$ cat config.mk
export PLATFORM = sky130hd
export DESIGN_NAME = rst_timeout_seq
export DESIGN_NICKNAME = d
export VERILOG_FILES = /design/src/rtl/rts_pkg.sv /design/src/rtl/rts_tick_counter.sv /design/src/rtl/rts_stage_fsm.sv /design/src/rtl/rst_timeout_seq.sv
export SDC_FILE = /design/constraint.sdc
export NUM_CORES = 1
export LEC_CHECK = 0
export BUFFER_PORTS_ARGS = -buffer_cell sky130_fd_sc_hd__buf_2
export CAP_MARGIN = 5
export CORE_UTILIZATION = 55
export CTS_CLUSTER_SIZE = 12
export DETAILED_ROUTE_END_ITERATION = 10
export PLACE_DENSITY = 0.76
export SYNTH_ARGS = -nofsm -noshare
export SYNTH_HDL_FRONTEND = slang
export SYNTH_SLANG_ARGS = --single-unit
export TNS_END_PERCENT = 1
$ cat constraint.sdc
create_clock -name clk -period 2.4 [get_ports clk]
set_input_delay 0.48 -clock clk [delete_from_list [all_inputs] [get_ports clk]]
set_output_delay 0.48 -clock clk [all_outputs]
set_load 0.03 [all_outputs]
$ cat src/rtl/rts_pkg.sv
// Shared types for the reset time-out sequencer.
// Assumes nothing beyond a two-bit state encoding.
package rts_pkg;
    typedef enum logic [1:0] {
        ST_WAIT = 2'd0,   // no power-on seen yet
        ST_PWRT = 2'd1,   // power-up timer counting slow ticks
        ST_OST  = 2'd2,   // start-up timer counting oscillator ticks
        ST_RUN  = 2'd3    // all time-outs expired
    } seq_state_t;
endpackage

$ cat src/rtl/rts_tick_counter.sv
// Counts qualifying tick pulses while enabled and flags the pulse that
// completes LIMIT of them. Assumes tick is a one-cycle pulse and LIMIT >= 1.
module rts_tick_counter #(
    parameter int LIMIT = 8
) (
    input  logic clk,
    input  logic rst_n,
    input  logic clear,
    input  logic run,
    input  logic tick,
    output logic expire
);
    localparam int CW = (LIMIT > 1) ? $clog2(LIMIT) : 1;
    localparam logic [CW-1:0] LAST = CW'(LIMIT - 1);

    logic [CW-1:0] cnt;
    logic          at_last;

    assign at_last = (cnt == LAST);
    assign expire  = run && tick && !clear && at_last;

    // Tick count: zeroed when idle or cleared, wraps after the final tick.
    always_ff @(posedge clk) begin
        if (!rst_n) begin
            cnt <= '0;
        end else if (clear || !run) begin
            cnt <= '0;
        end else if (tick) begin
            cnt <= at_last ? '0 : cnt + 1'b1;
        end
    end
endmodule

$ cat src/rtl/rts_stage_fsm.sv
// Chooses and sequences the time-out stages. It latches the mode and
// enable when a sequence starts. Power-on and brown-out take priority
// over wake. Assumes event inputs are synchronous one-cycle pulses.
module rts_stage_fsm
    import rts_pkg::*;
(
    input  logic       clk,
    input  logic       rst_n,
    input  logic       por_evt,
    input  logic       bor_evt,
    input  logic       wake_evt,
    input  logic       osc_rc,
    input  logic       pwrt_en,
    input  logic       pwrt_exp,
    input  logic       ost_exp,
    output seq_state_t state,
    output logic       pwrt_run,
    output logic       ost_run,
    output logic       pwrt_clr,
    output logic       ost_clr
);
    seq_state_t nxt;
    logic       rc_q;
    logic       restart;
    logic       wake_go;

    assign restart  = por_evt || bor_evt;
    assign wake_go  = wake_evt && !restart && (state == ST_RUN);
    assign pwrt_run = (state == ST_PWRT);
    assign ost_run  = (state == ST_OST);
    assign pwrt_clr = restart;
    assign ost_clr  = restart || wake_go;

    // Next-stage selection from the event, the latched mode and the expiries.
    always_comb begin
        nxt = state;
        if (restart) begin
            if (pwrt_en)      nxt = ST_PWRT;
            else if (!osc_rc) nxt = ST_OST;
            else              nxt = ST_RUN;
        end else if (wake_go) begin
            nxt = osc_rc ? ST_RUN : ST_OST;
        end else begin
            case (state)
                ST_PWRT: if (pwrt_exp) nxt = rc_q ? ST_RUN : ST_OST;
                ST_OST:  if (ost_exp)  nxt = ST_RUN;
                default: nxt = state;
            endcase
        end
    end

    // State register.
    always_ff @(posedge clk) begin
        if (!rst_n) state <= ST_WAIT;
        else        state <= nxt;
    end

    // Latch the oscillator mode whenever a sequence starts.
    always_ff @(posedge clk) begin
        if (!rst_n)                   rc_q <= 1'b0;
        else if (restart || wake_go)  rc_q <= osc_rc;
    end
endmodule

$ cat src/rtl/rst_timeout_seq.sv
// Top of the reset time-out sequencer. It holds the core in reset until
// the chosen delays expire and while the external pin is low. Assumes
// every input is already synchronous to clk.
module rst_timeout_seq
    import rts_pkg::*;
#(
    parameter int PWRT_TICKS = 72,
    parameter int OST_CYCLES = 1024
) (
    input  logic clk,
    input  logic rst_n,
    input  logic slow_tick,
    input  logic osc_tick,
    input  logic osc_rc,
    input  logic pwrt_en,
    input  logic por_evt,
    input  logic bor_evt,
    input  logic wake_evt,
    input  logic ext_rst_n,
    output logic core_rst,
    output logic seq_done
);
    seq_state_t state;
    logic pwrt_run, ost_run, pwrt_clr, ost_clr;
    logic pwrt_exp, ost_exp;

    rts_stage_fsm u_fsm (
        .clk      (clk),
        .rst_n    (rst_n),
        .por_evt  (por_evt),
        .bor_evt  (bor_evt),
        .wake_evt (wake_evt),
        .osc_rc   (osc_rc),
        .pwrt_en  (pwrt_en),
        .pwrt_exp (pwrt_exp),
        .ost_exp  (ost_exp),
        .state    (state),
        .pwrt_run (pwrt_run),
        .ost_run  (ost_run),
        .pwrt_clr (pwrt_clr),
        .ost_clr  (ost_clr)
    );

    rts_tick_counter #(.LIMIT(PWRT_TICKS)) u_pwrt (
        .clk    (clk),
        .rst_n  (rst_n),
        .clear  (pwrt_clr),
        .run    (pwrt_run),
        .tick   (slow_tick),
        .expire (pwrt_exp)
    );

    rts_tick_counter #(.LIMIT(OST_CYCLES)) u_ost (
        .clk    (clk),
        .rst_n  (rst_n),
        .clear  (ost_clr),
        .run    (ost_run),
        .tick   (osc_tick),
        .expire (ost_exp)
    );

    // Outputs: done once the run stage is reached; the pin gates reset directly.
    assign seq_done = (state == ST_RUN);
    assign core_rst = !seq_done || !ext_rst_n;
endmodule

Word level (Yosys, flattened, before mapping):

Cells that the tools add are included.
W data, S select, Z words.

* bits in registers: 20
* latch bits: 0
* memory bits (writable): 0
* memory bits (read-only): 0
* input bits: 10
* output and inout port bits: 2
* logic and storage cells: 47
* memories: 0

* add/subtract/negate cells: 2
* multipliers: 0
* divide/modulo/power cells: 0
* magnitude comparators: 0
* equality and inequality tests: 7
* shift operators: 0
* muxes and demuxes: 10
* bitwise logic cells: 1
* reductions and logical operators: 23

Operators with widths (count)
* $add A10 B1 Y10 const B: 1
* $eq A10 B10 Y1 const B: 1
* $mux W10: 1
* $mux W2: 5
* $logic_and A1 B1 Y1: 8
* $ne A4 B4 Y1 const B: 2
* $add A7 B1 Y7 const B: 1
* $eq A7 B7 Y1 const B: 1
* $mux W7: 1
* $logic_not A1 Y1: 6
* $logic_or A1 B1 Y1: 5
* $eq A2 B2 Y1 const B: 2
* $pmux W2 S2: 1
* $reduce_bool A4 Y1: 1
* $reduce_or A2 Y1: 2
* $reduce_and A3 Y1: 1
* $eq A2 B1 Y1 const B: 1
* $mux W1: 2
* $not A1 Y1: 1

Longest topological paths before layout:

Gate-level depths: netlist of run 1.

* depth in word-level cells: 12
* depth in mapped cells: 6
* gate-level depth less buffers: 6

Cells and area by module:

From an unflattened synthesis of run 1, not the netlist that was laid out.

* cells, all modules: 119
* area total of the unflattened synthesis: 1063.5 um^2

Modules (own cells, without submodules)
* rts_tick_counter (u_ost): instances 1, cells an instance 54, area each 473.0 um^2, seq. area each 200.2 um^2
* rts_tick_counter (u_pwrt): instances 1, cells an instance 40, area each 362.8 um^2, seq. area each 140.1 um^2
* rts_stage_fsm: instances 1, cells an instance 23, area each 216.5 um^2, seq. area each 60.1 um^2
* rst_timeout_seq: instances 1, cells an instance 2, area each 11.3 um^2, seq. area each 0.0 um^2

Least setup slack after synthesis of run 1:

OpenSTA, ideal clock, no wires.

* kind: flip-flop to flip-flop
* start: register u_fsm.state[0]
* end: register u_fsm.state[0]
* setup time: 79 ps
* arrival time: 1572 ps
* data required time: 2321 ps
* path slack: 749 ps
* stages on the path, launching flop included: 7
* buffers on the path: 0
* period minus slack after synthesis: 1651 ps
* cell sequence: dfxtp_1 -> inv_1 -> ha_1 -> and4b_1 -> a21oi_1 -> mux2_2 -> a211oi_2

* word-level cells in the longest chain between the ends: 8
* elaborated cells on any way between the ends: 19
* classes of those cells: 5 x eq/ne; 3 x mux; 11 x reduce/logical

Ends and longest elaborated chain
* start: declaration: RTL line rts_stage_fsm.sv:16 `output seq_state_t state,`
* start signal: assignment: RTL line rts_stage_fsm.sv:55 `else state <= nxt;`
* $eq A2 B2 Y1: RTL line rts_stage_fsm.sv:28 `assign wake_go = wake_evt && !restart && (state == ST_RUN);`
* $logic_and A1 B1 Y1: RTL line rts_stage_fsm.sv:28
* $logic_or A1 B1 Y1: RTL line rts_stage_fsm.sv:32 `assign ost_clr = restart || wake_go;`
* $logic_not A1 Y1: RTL line rts_tick_counter.sv:20 `assign expire = run && tick && !clear && at_last;`
* $logic_and A1 B1 Y1 (2 in a row): RTL line rts_tick_counter.sv:20
* $ne A4 B4 Y1 (no source line)
* $reduce_and A3 Y1 (no source line)

Parallel ways exist; a longest one is shown, timed or not.
A chain may end at the register's enable or synchronous reset.

Worst setup path in the final report of run 1:

Ends and elaborated chain as after synthesis.

==> metrics.md, run 1 <==
| Metric | Value |
|---|---|
| Fin crit share | `73.9%` |
| WP data arrival | `2010 ps` |
| Worst slew margin | `79.2%` |
| Width of the die | `45.1 µm` |
| Total track usage | `22.3%` |
| Mapped cell area | `1020 µm²` |
| Critical path fanouts, max | `3` |
| Vias in the first global route | `837` |
| Cells after synthesis | `114` |
| Slew Viols, Final | `0` |
| First-pass GRT wire length | `3.29 mm` |
| Syn Nets | `129` |
| Worst R2R Setup Slack | `630 ps` |
| Non-Filler Instances | `155` |
| RD Place Congestion | `0.767` |
| Dpl hpwl | `1.49 mm` |
| I/O Buffers | `11` |
| Clock sinks | `20` |
| Area grow syn2layout | `14.3%` |
| Vias post-DR | `839` |
| Die Footprint | `2040 µm²` |
| Via/cell ratio | `5.41` |
| Final min period | `1770 ps` |
| Worst setup EP type | `flip-flop` |
| Mean post-synth cell area | `8.98 µm²` |
| Post-CTS Resized | `0` |
| Fillers | `151` |
| Cells after DPL | `151` |
| Drc violations | `0` |
| H-tree levels | `1` |
| Initial core utilization | `59.3%` |
| Root Driver | `clkbuf_4` |
| Avg WL per Cell | `12.5 µm` |
| Layout cell share with drive strength beyond 1 | `20.0%` |
| Status | `finished clean` |
| Setup tns final | `0 ps` |
| R2r worst-path depth | `6` |
| Clock transition at the registers of the reported paths | `110 ps` |
| Hold endpoint | `u_fsm.state[1]` |
| Hold Path Class | `in -> reg` |
| Reg-to-reg startpoint | `u_fsm.state[0]` |
| Register area share after synthesis | `39.1%` |
| Cell family with most CP delay | `compound AO/OA/AOI/OAI gates` |
| Drt pass-1 iters | `5` |
| Hold Crit Start | `rst_n` |
| CP max stage delay | `370 ps` |
| Layout Skew | `0.910 ps` |
| Layout net count | `146` |
| Core Area | `1730 µm²` |
| Cell Pwr Density | `574 nW/µm²` |
| Buffers & Inverters on Critical Path | `1` |
| Cell with the largest stage delay on the worst path | `dfxtp_1` |
| Total CTS buffers | `3` |
| Initial drt markers | `20` |
| Final Hold Vio Count | `0` |
| Multi-input combinational cell area | `612 µm²` |
| Cts hold-fix bufs | `0` |
| Ys Warns | `0` |
| Fmax | `0.564 GHz` |
| I/O pins | `12` |
| Post-CTS setup buffer count | `0` |
| Cell Rows | `15` |
| ANT nets after route | `0` |
| Pleak | `0.423 nW` |
| Worst-case vdd ir drop | `368 µV` |
| Gr ovfl total | `0` |
| Largest net degree at the start of global routing | `13` |
| CTS Buffer Depth | `2` |
| Startpoint class of the critical path | `flip-flop` |
| Maxcap violations | `0` |
| Die H | `45.1 µm` |
| Initial antenna violation count | `0` |
| CTS tree | `yes` |
| Slew @ Worst Pin | `311 ps` |
| FF/Latch Area | `400 µm²` |
| RSZ-0062 raised after global routing | `false` |
| Final setup viols | `0` |
| Synth cell types | `29` |
| Flops & latches, synth | `20` |
| # diodes | `0` |
| Crit-path cells | `inv_1 -> ha_1 -> and4b_1 -> a21oi_1 -> mux2_2 -> a211oi_2` |
| Hold Path Stages | `3` |
| R2r endpoint | `u_fsm.state[0]` |
| Req. time, crit path | `2630 ps` |
| Drt total wl | `1.93 mm` |
| WS Path Type | `reg -> reg` |
| Worst skew pair latency | `300 ps` |
stage by stage:
step	setup WS, ps	hold WS (ps)	power (mW)	utilization, %	area [µm²]
6_report	626	444	0.671	67.8	1170
5_1_grt	522	436	0.700	67.8	1170
4_1_cts	626	437	0.678	67.8	1170
3_5_place_dp	643	494	0.405	64.7	1120
3_3_place_gp	719	480	0.402	64.7	1120
2_1_floorplan	749	466	0.383	-	1020
sequential cells by signal, summed over array words and instances (netlist names):
name         flops
u_pwrt.cnt       7
u_ost.cnt       10
u_fsm.rc_q       1
u_fsm.state      2
cells by family (layout without fill, tap and decap cells):
logic type / count (synthesis) / after routing / synth area share [%]
XOR/XNOR: 12 / 12 / 10.3
AO/OA/AOI/OAI: 14 / 14 / 9.54
adder cells (fa/ha/maj): 5 / 5 / 6.11
multiplexers: 5 / 5 / 5.13
flip-flops: 20 / 20 / 39.1
buffers and inverters: 3 / 19 / 1.10
AND/OR/NAND/NOR: 55 / 55 / 28.7
layout by cell type (no fill, tap or decap), drive strengths merged, types with 2 or more instances in the layout:
| master | n |
|---|---|
| or3 | 2 |
| nor2 | 20 |
| nand2 | 11 |
| clkbuf | 3 |
| buf | 12 |
| nor3 | 4 |
| nand2b | 3 |
| mux2 | 2 |
| inv | 3 |
| o21ai | 3 |
| dfxtp | 20 |
| nand4 | 4 |
| mux2i | 3 |
| nand3 | 6 |
| a21o | 2 |
| xnor2 | 6 |
| ha | 5 |
| a211oi | 2 |
| xor2 | 6 |
| a21oi | 4 |
routing by layer:
layer	up-vias	share of wire, %	GRT usage [%]
li1	427	-	-
met5	-	0	0
met4	0	0.41	7.88
met2	18	53	41.4
met1	392	44	24.8
met3	2	2.8	4.80
Yosys cell counts:
master / number / share of area [%]
inv_1: 3 / 1.1
and4_4: 1 / 1.1
o21ai_0: 3 / 1.5
nor4b_2: 1 / 1.5
a211oi_2: 2 / 2.4
ha_1: 5 / 6.1
nand4_1: 4 / 2.4
xnor2_1: 6 / 5.1
mux2_2: 2 / 2.2
nor3_1: 4 / 2.0
o311ai_0: 1 / 0.86
nor2_1: 20 / 7.3
nand2_1: 11 / 4.0
nand2b_4: 1 / 1.3
and4b_1: 1 / 0.98
a31oi_1: 1 / 0.61
nand3_1: 4 / 2.0
or3_4: 1 / 1.1
or3_1: 1 / 0.61
dfxtp_1: 20 / 39
o31ai_1: 1 / 0.73
nand2b_1: 2 / 1.2
a21o_1: 2 / 1.5
xor2_1: 6 / 5.1
nor2b_1: 1 / 0.61
a21oi_1: 4 / 2.0
mux2i_1: 3 / 2.9
nand3_2: 2 / 2.0
and3_1: 1 / 0.61
area by class of cell:
cell class              count  share of cell area, %
clock buffers               3                   1.93
clock inverters             1                   2.57
inverters                   3                  0.963
multi-input cells          91                   52.3
flip-flops and latches     20                   34.2
well taps                  25                   2.67
repair buffers             12                   5.35
report_power, final:
| group | switching, mW | total [mW] | internal [mW] | leakage [nW] |
|---|---|---|---|---|
| combinational | 0.0306 | 0.0577 | 0.0271 | 0.233 |
| clock | 0.104 | 0.273 | 0.169 | 0.0279 |
| sequential | 0.00364 | 0.340 | 0.336 | 0.162 |
| total | 0.139 | 0.671 | 0.532 | 0.423 |
worst max path at each step:
stage | startpoint | end | slack, ps | depth (start not counted)
3_3_place_gp | u_fsm.state[0] | u_fsm.state[0] | 720 | 6
2_1_floorplan | u_fsm.state[0] | u_fsm.state[0] | 750 | 6
5_1_grt | u_fsm.state[0] | u_fsm.state[0] | 520 | 6
6_report | u_fsm.state[0] | u_fsm.state[0] | 630 | 6
4_1_cts | u_fsm.state[0] | u_fsm.state[0] | 630 | 6
3_5_place_dp | u_fsm.state[0] | u_fsm.state[0] | 640 | 6
worst reg2reg max path, stage by stage (launching register included):
cell and delay, ps:
dfxtp_1 370, inv_1 80, ha_1 300, and4b_1 190
a21oi_1 190, mux2_2 360, a211oi_2 200
Note: power is estimated with default switching activity, not from simulation.
==> run 2, diff against run 1 <==
clock period = 1.7 ns   (was 2.4 ns; I/O delays follow)
==> metrics.md, run 2 (same netlist as run 1, synthesis figures left out) <==
| Metric | Value |
|---|---|
| Max FFs per register | `10 (unchanged)` |
| Clock transition at the registers of the reported paths | `110 ps (about the same)` |
| Final min period | `1630 ps (-147 ps)` |
| Fin crit share | `95.7% (+22 points)` |
| I/O Buffers | `11 (unchanged)` |
| Slew @ Worst Pin | `325 ps (+14.4 ps)` |
| Slew Viols, Final | `0 (unchanged)` |
| Initial drt markers | `5 (-75%)` |
| Drt pass-1 iters | `4 (-1)` |
| Layout net count | `149 (+2.1%)` |
| Gr ovfl total | `0 (unchanged)` |
| Via/cell ratio | `5.41 (about the same)` |
| Die Footprint | `2040 µm² (unchanged)` |
| Pleak | `0.426 nW (+0.60%)` |
| Width of the die | `45.1 µm (unchanged)` |
| Layout cell share with drive strength beyond 1 | `25.0% (+5.0 points)` |
| WS Path Type | `reg -> reg` |
| Worst R2R Setup Slack | `70 ps (-550 ps)` |
| Layout Skew | `2.03 ps (+1.12 ps)` |
| R2r worst-path depth | `6 (unchanged)` |
| Final Instance Area | `1190 µm² (+2.0%)` |
| H-tree levels | `1 (unchanged)` |
| I/O pins | `12 (unchanged)` |
| Vias post-DR | `849 (+1.2%)` |
| Reg-to-reg startpoint | `u_fsm.state[0]` |
| CTS tree | `yes` |
| Cell Rows | `15 (unchanged)` |
| Hold Worst Slack | `304 ps (-140 ps)` |
| Hold Path Stages | `3 (unchanged)` |
| Setup tns final | `0 ps (unchanged)` |
| Clock sinks | `20 (unchanged)` |
| Die H | `45.1 µm (unchanged)` |
| First-pass GRT wire length | `3.30 mm (+0.21%)` |
| CTS Buffer Depth | `2 (unchanged)` |
| Fmax | `0.615 GHz (+9.0%)` |
| Area grow syn2layout | `16.6%` |
| Worst setup EP type | `flip-flop` |
| Final Hold Vio Count | `0 (unchanged)` |
| Largest regs | `u_ost.cnt (10), u_pwrt.cnt (7), u_fsm.state (2)` |
| Initial antenna violation count | `0 (unchanged)` |
| Initial core utilization | `59.3% (unchanged)` |
| Critical path fanouts, max | `3 (unchanged)` |
| Hold Path Class | `in -> reg` |
| Startpoint class of the critical path | `flip-flop` |
| Cell Pwr Density | `676 nW/µm² (+18%)` |
| R2r endpoint | `u_fsm.state[0]` |
| Hold Crit Start | `rst_n` |
| Status | `finished clean` |
| Worst slew margin | `78.3% (-0.96 points)` |
| RD Place Congestion | `0.845 (+10%)` |
| Req. time, crit path | `1920 ps (-710 ps)` |
| Root Driver | `clkbuf_4` |
| Most common cell after layout, fill and taps aside | `nor2_1` |
| Total power | `807 µW (+20%)` |
| Post-Place Cell Area | `1130 µm² (+1.3%)` |
| Maxcap violations | `0 (unchanged)` |
| Final setup viols | `0 (unchanged)` |
| Most frequent cells in the layout | `20 x nor2_1, 19 x dfxtp_1, 11 x nand2_1, 11 x buf_2` |
| Core Area | `1730 µm² (unchanged)` |
| Avg WL per Cell | `12.3 µm (-1.6%)` |
| Dpl hpwl | `1.47 mm (-1.5%)` |
| Total CTS buffers | `3 (unchanged)` |
| Hold endpoint | `u_fsm.state[1]` |
| Vias in the first global route | `871 (+4.1%)` |
| Total track usage | `21.8% (-0.51 points)` |
| Drt total wl | `1.93 mm (-0.36%)` |
| ANT nets after route | `0 (unchanged)` |
| Worst skew pair latency | `290 ps (about the same)` |
| WP data arrival | `1840 ps (-170 ps)` |
| Drc violations | `0 (unchanged)` |
| Largest register by flop count | `u_ost.cnt` |
| Largest net degree at the start of global routing | `11 (-2)` |
| Worst-case vdd ir drop | `410 µV (+11%)` |
| # diodes | `0 (unchanged)` |
[run 2: repair_timing]
item | CTS | global route
gates resized for setup | 2 | 5
hold buffers | 0 | 0
pin swaps | 1 | 3
setup buffers | 1 | 0
setup endpoints to repair | 1 | 10
[run 2: worst max-delay path: stages, from the launching register on]
cell and delay (ps):
dfxtp_2 360, inv_2 60, ha_4 260, and4b_1 190, a21oi_2 180, mux2_4 330, a211oi_2 170
[run 2: metrics by stage]
| stage | instances | util [%] | setup WS [ps] |
|---|---|---|---|
| final | 157 | 69.1 | 72.9 |
| after floorplan | 114 | - | 48.7 |
| after detailed placement | 153 | 65.6 | -55.7 |
| after global placement | 153 | 65.6 | 66.0 |
| after CTS | 157 | 67.6 | 2.17 |
| after global routing | 157 | 69.1 | -5.19 |
[run 2: layout make-up]
type | count | area (µm²)
Timing Repair Buffer | 15 | 85.1
Sequential cell | 20 | 402
Fill cell | 147 | 533
Inverter | 3 | 11.3
Tap cell | 25 | 31.3
Multi-Input combinational cell | 91 | 642
Clock buffer | 3 | 22.5
[run 2: power by group]
part / switching (mW) / internal [mW] / total, mW
logic: 0.0515 / 0.0550 / 0.107
registers: 0.00613 / 0.475 / 0.481
clock network: 0.137 / 0.0824 / 0.219
total: 0.194 / 0.613 / 0.807
[run 2: worst max-delay path by stage]
stage	startpoint	end	slack [ps]	cells past startpoint
2_1_floorplan	u_fsm.state[0]	u_fsm.state[0]	50	6
3_3_place_gp	u_fsm.state[0]	u_fsm.state[0]	70	6
3_5_place_dp	u_fsm.state[0]	u_fsm.state[0]	-60	6
4_1_cts	u_fsm.state[0]	u_fsm.state[0]	2	6
5_1_grt	u_fsm.state[0]	u_fsm.state[0]	-5	6
6_report	u_fsm.state[0]	u_fsm.state[0]	70	6
[run 2: per-layer routing]
layer	vias to the layer above	GRT usage [%]	wire length [µm]
met5	-	0	0
met4	0	8.48	0
met3	0	4.00	24
met2	4	42.0	1000
met1	412	23.0	898
li1	433	-	-
==> run 3, diff against run 2 <==
--- a/config.mk
+++ b/config.mk
@@ -7,8 +7,9 @@
 export LEC_CHECK = 0
+export ABC_AREA = 1
 export BUFFER_PORTS_ARGS = -buffer_cell sky130_fd_sc_hd__buf_2
 export CAP_MARGIN = 5
-export CORE_UTILIZATION = 55
+export CORE_UTILIZATION = 56
 export CTS_CLUSTER_SIZE = 12
 export DETAILED_ROUTE_END_ITERATION = 10
-export PLACE_DENSITY = 0.76
+export PLACE_DENSITY = 0.77
 export SYNTH_ARGS = -nofsm -noshare
--- a/constraint.sdc
+++ b/constraint.sdc
@@ -3,2 +3,2 @@
 set_output_delay 0.34 -clock clk [all_outputs]
-set_load 0.03 [all_outputs]
+set_load 0.05 [all_outputs]
==> metrics.md, run 3 <==
| Metric | Value |
|---|---|
| Core Area | `1750 µm² (+1.1%)` |
| Setup tns final | `0 ps (unchanged)` |
| Vias post-DR | `875 (+3.1%)` |
| Width of the die | `45.2 µm (+0.24%)` |
| Final Hold Vio Count | `0 (unchanged)` |
| Syn Nets | `157 (+22%)` |
| Initial drt markers | `17 (+12)` |
| Die H | `45.2 µm (+0.24%)` |
| Worst setup EP type | `output port` |
| Mean post-synth cell area | `7.38 µm² (-18%)` |
| Switching share of power | `22.0% (-2.0 points)` |
| Drt total wl | `1.73 mm (-10%)` |
| Pleak | `0.457 nW (+7.4%)` |
| Req. time, crit path | `1360 ps (-560 ps)` |
| Initial core utilization | `60.0% (+0.72 points)` |
| Vias in the first global route | `729 (-16%)` |
| H-tree levels | `1 (unchanged)` |
| WP data arrival | `1190 ps (-650 ps)` |
| Slew Viols, Final | `0 (unchanged)` |
| Largest register by flop count | `u_ost.cnt` |
| Gr ovfl total | `0 (unchanged)` |
| Via/cell ratio | `4.81 (-11%)` |
| Mapped cell area | `1050 µm² (+2.3%)` |
| Clock sinks | `20 (unchanged)` |
| Startpoint class of the critical path | `flip-flop` |
| Pint | `745 µW (+22%)` |
| Layout net count | `173 (+16%)` |
| Most common cell after layout, fill and taps aside | `nand2_1` |
| Largest net degree at the start of global routing | `13 (+2)` |
| Total track usage | `19.0% (-2.8 points)` |
| Final min period | `1530 ps (-98.8 ps)` |
| Dpl hpwl | `1.39 mm (-5.0%)` |
| Comb pwr share | `8.6% (-4.6 points)` |
| Post-synth top area share | `38.2% (-0.89 points)` |
| Most frequent cells in the layout | `27 x nand2_1, 23 x nor2_1, 20 x dfxtp_1` |
| Maxcap violations | `0 (unchanged)` |
| Hold Path Class | `in -> reg` |
| Worst slew margin | `83.5% (+5.2 points)` |
| Fin util | `68.0% (-1.2 points)` |
| Slew @ Worst Pin | `249 ps (-75.8 ps)` |
| Largest cells by area after synthesis | `dfxtp_1 38%, nand2_1 9.7%, nor2_1 8.2%` |
| Cell Rows | `15 (unchanged)` |
| Root Driver | `clkbuf_4` |
| Post-CTS setup buffer count | `0 (-1)` |
| Worst skew pair latency | `310 ps (+20 ps)` |
| Ys Warns | `0 (unchanged)` |
| WS Path Type | `reg -> out` |
| I/O Buffers | `11 (unchanged)` |
| ANT nets after route | `0 (unchanged)` |
| Count leader, synth | `nand2_1` |
| CTS Buffer Depth | `2 (unchanged)` |
| Yosys top cell by area | `dfxtp_1` |
| Final setup viols | `0 (unchanged)` |
| Drt pass-1 iters | `4 (unchanged)` |
| Total CTS buffers | `3 (unchanged)` |
| Clock transition at the registers of the reported paths | `120 ps (about the same)` |
| I/O pins | `12 (unchanged)` |
| Die Footprint | `2050 µm² (+0.49%)` |
| Flop pwr share | `50.4% (-9.3 points)` |
| Status | `finished clean` |
| Post-Synth XOR/XNOR Area | `4.18% (-6.1 points)` |
| Synth cell types | `23 (-21%)` |
| Avg WL per Cell | `9.48 µm (-23%)` |
| Most instantiated cells after synthesis | `27 x nand2_1, 23 x nor2_1, 20 x dfxtp_1, 16 x inv_1, 9 x nand3_1` |
| CTS tree | `yes` |
| Asr flop ratio synth | `0% (unchanged)` |
| Fin crit share | `89.9% (-5.8 points)` |
| Cells after synthesis | `142 (+25%)` |
| Simple-Gate Fraction of Synth Area | `38.9% (+10 points)` |
| Cts hold-fix bufs | `0 (unchanged)` |
| Clock Power Share | `41.1% (+14 points)` |
| Post-Synth Adder-Cell Area | `5.97% (-0.14 points)` |
| Fmax | `0.654 GHz (+6.5%)` |
| RD Place Congestion | `0.777 (-8.1%)` |
| Initial antenna violation count | `0 (unchanged)` |
| Compound-cell area share of the yosys netlist | `6.21% (-3.3 points)` |
| Layout Skew | `7.08 ps (+5.05 ps)` |
| Drc violations | `0 (unchanged)` |
| Max FFs per register | `10 (unchanged)` |
| Critical path fanouts, max | `3 (unchanged)` |
| Flops & latches, synth | `20 (unchanged)` |
| Number of enable flip-flop cells after synthesis | `0 (unchanged)` |
| Cell Pwr Density | `806 nW/µm² (+19%)` |
| Top FF cell, synth | `dfxtp_1` |
| RSZ-0062 raised after global routing | `false` |
| Layout cell share with drive strength beyond 1 | `20.4% (-4.6 points)` |
| # diodes | `0 (unchanged)` |
| Mux contribution to synthesized area | `0% (-5.1 points)` |
| Area grow syn2layout | `13.3%` |
| Largest regs | `u_ost.cnt (10), u_pwrt.cnt (7), u_fsm.state (2)` |
| Total net switching power | `211 µW (+8.4%)` |
| Post-CTS Resized | `0 (-2)` |
| First-pass GRT wire length | `2.79 mm (-15%)` |
| Largest family of logic cells by synthesized area | `simple AND/OR/NAND/NOR gates` |
| Register area share after synthesis | `38.2% (-0.89 points)` |
| Worst-case vdd ir drop | `480 µV (+17%)` |
==> run 3: changes by cell type after synthesis, sizes merged, moves of 3 or more <==
| cell | previous run | this run |
|---|---|---|
| nand2 | 11 | 32 |
| inv | 3 | 17 |
| nor2 | 20 | 29 |
| nand3 | 6 | 12 |
| nor3b | 0 | 5 |
| xnor2 | 6 | 1 |
| a21oi | 4 | 8 |
| mux2i | 3 | 0 |
| nand2b | 3 | 0 |
| nor3 | 4 | 1 |
==> run 3: kinds of logic after synthesis <==
group | after synthesis
buffers and inverters | 18
XOR/XNOR | 5
AO/OA/AOI/OAI | 12
flip-flops | 20
adder cells (fa/ha/maj) | 5
AND/OR/NAND/NOR | 82
==> run 3: power by group through the flow <==
stage / logic (mW) / clock network (mW) / registers [mW]
CTS: 0.0821 / 0.401 / 0.482
floorplan: 0.0557 / 0 / 0.491
finish: 0.0817 / 0.393 / 0.482
global placement: 0.0805 / 0 / 0.492
global route: 0.0916 / 0.417 / 0.482
detailed placement: 0.0814 / 0 / 0.492
==> run 3: worst max-delay path, cell delays in order, from the launching register on <==
cell and delay (ps):
dfxtp_1 350, ha_1 220, nand2_1 60, buf_2 250
==> run 3: worst paths after layout <==
check,cells past startpoint,slack [ps],endpoint,start
worst max register to register,6,240,u_ost.cnt[5],u_fsm.state[0]
worst min-delay path,3,280,u_fsm.state[1],rst_n
worst max-delay path,3,170,core_rst,u_fsm.state[0]
worst min register to register,2,480,u_ost.cnt[8],u_ost.cnt[8]
==> run 3: per-layer routing <==
metal / track usage (%) / up-vias / wire length (µm)
met5: 0 / - / 0
met3: 2.40 / 5 / 45
li1: - / 479 / -
met4: 10.9 / 0 / 36
met1: 24.2 / 375 / 870
met2: 30.7 / 16 / 774
==> run 3: cell type report <==
| cell class | count | area [µm²] |
|---|---|---|
| multi-input cells | 104 | 579 |
| well taps | 25 | 31.3 |
| inverters | 18 | 67.6 |
| repair buffers | 11 | 55.1 |
| flip-flops and latches | 20 | 400 |
| clock inverters | 1 | 30.0 |
| clock buffers | 3 | 22.5 |
| fillers | 157 | 559 |
==> run 3: through the flow <==
stage | total power, mW | cells | hold slack [ps] | setup WS [ps] | area [µm²]
finish | 0.956 | 182 | 284 | 172 | 1190
global route | 0.991 | 182 | 288 | 114 | 1190
CTS | 0.964 | 182 | 284 | 167 | 1190
detailed placement | 0.574 | 178 | 455 | 265 | 1130
global placement | 0.572 | 178 | 456 | 392 | 1130
floorplan | 0.547 | 142 | 436 | 91.6 | 1050
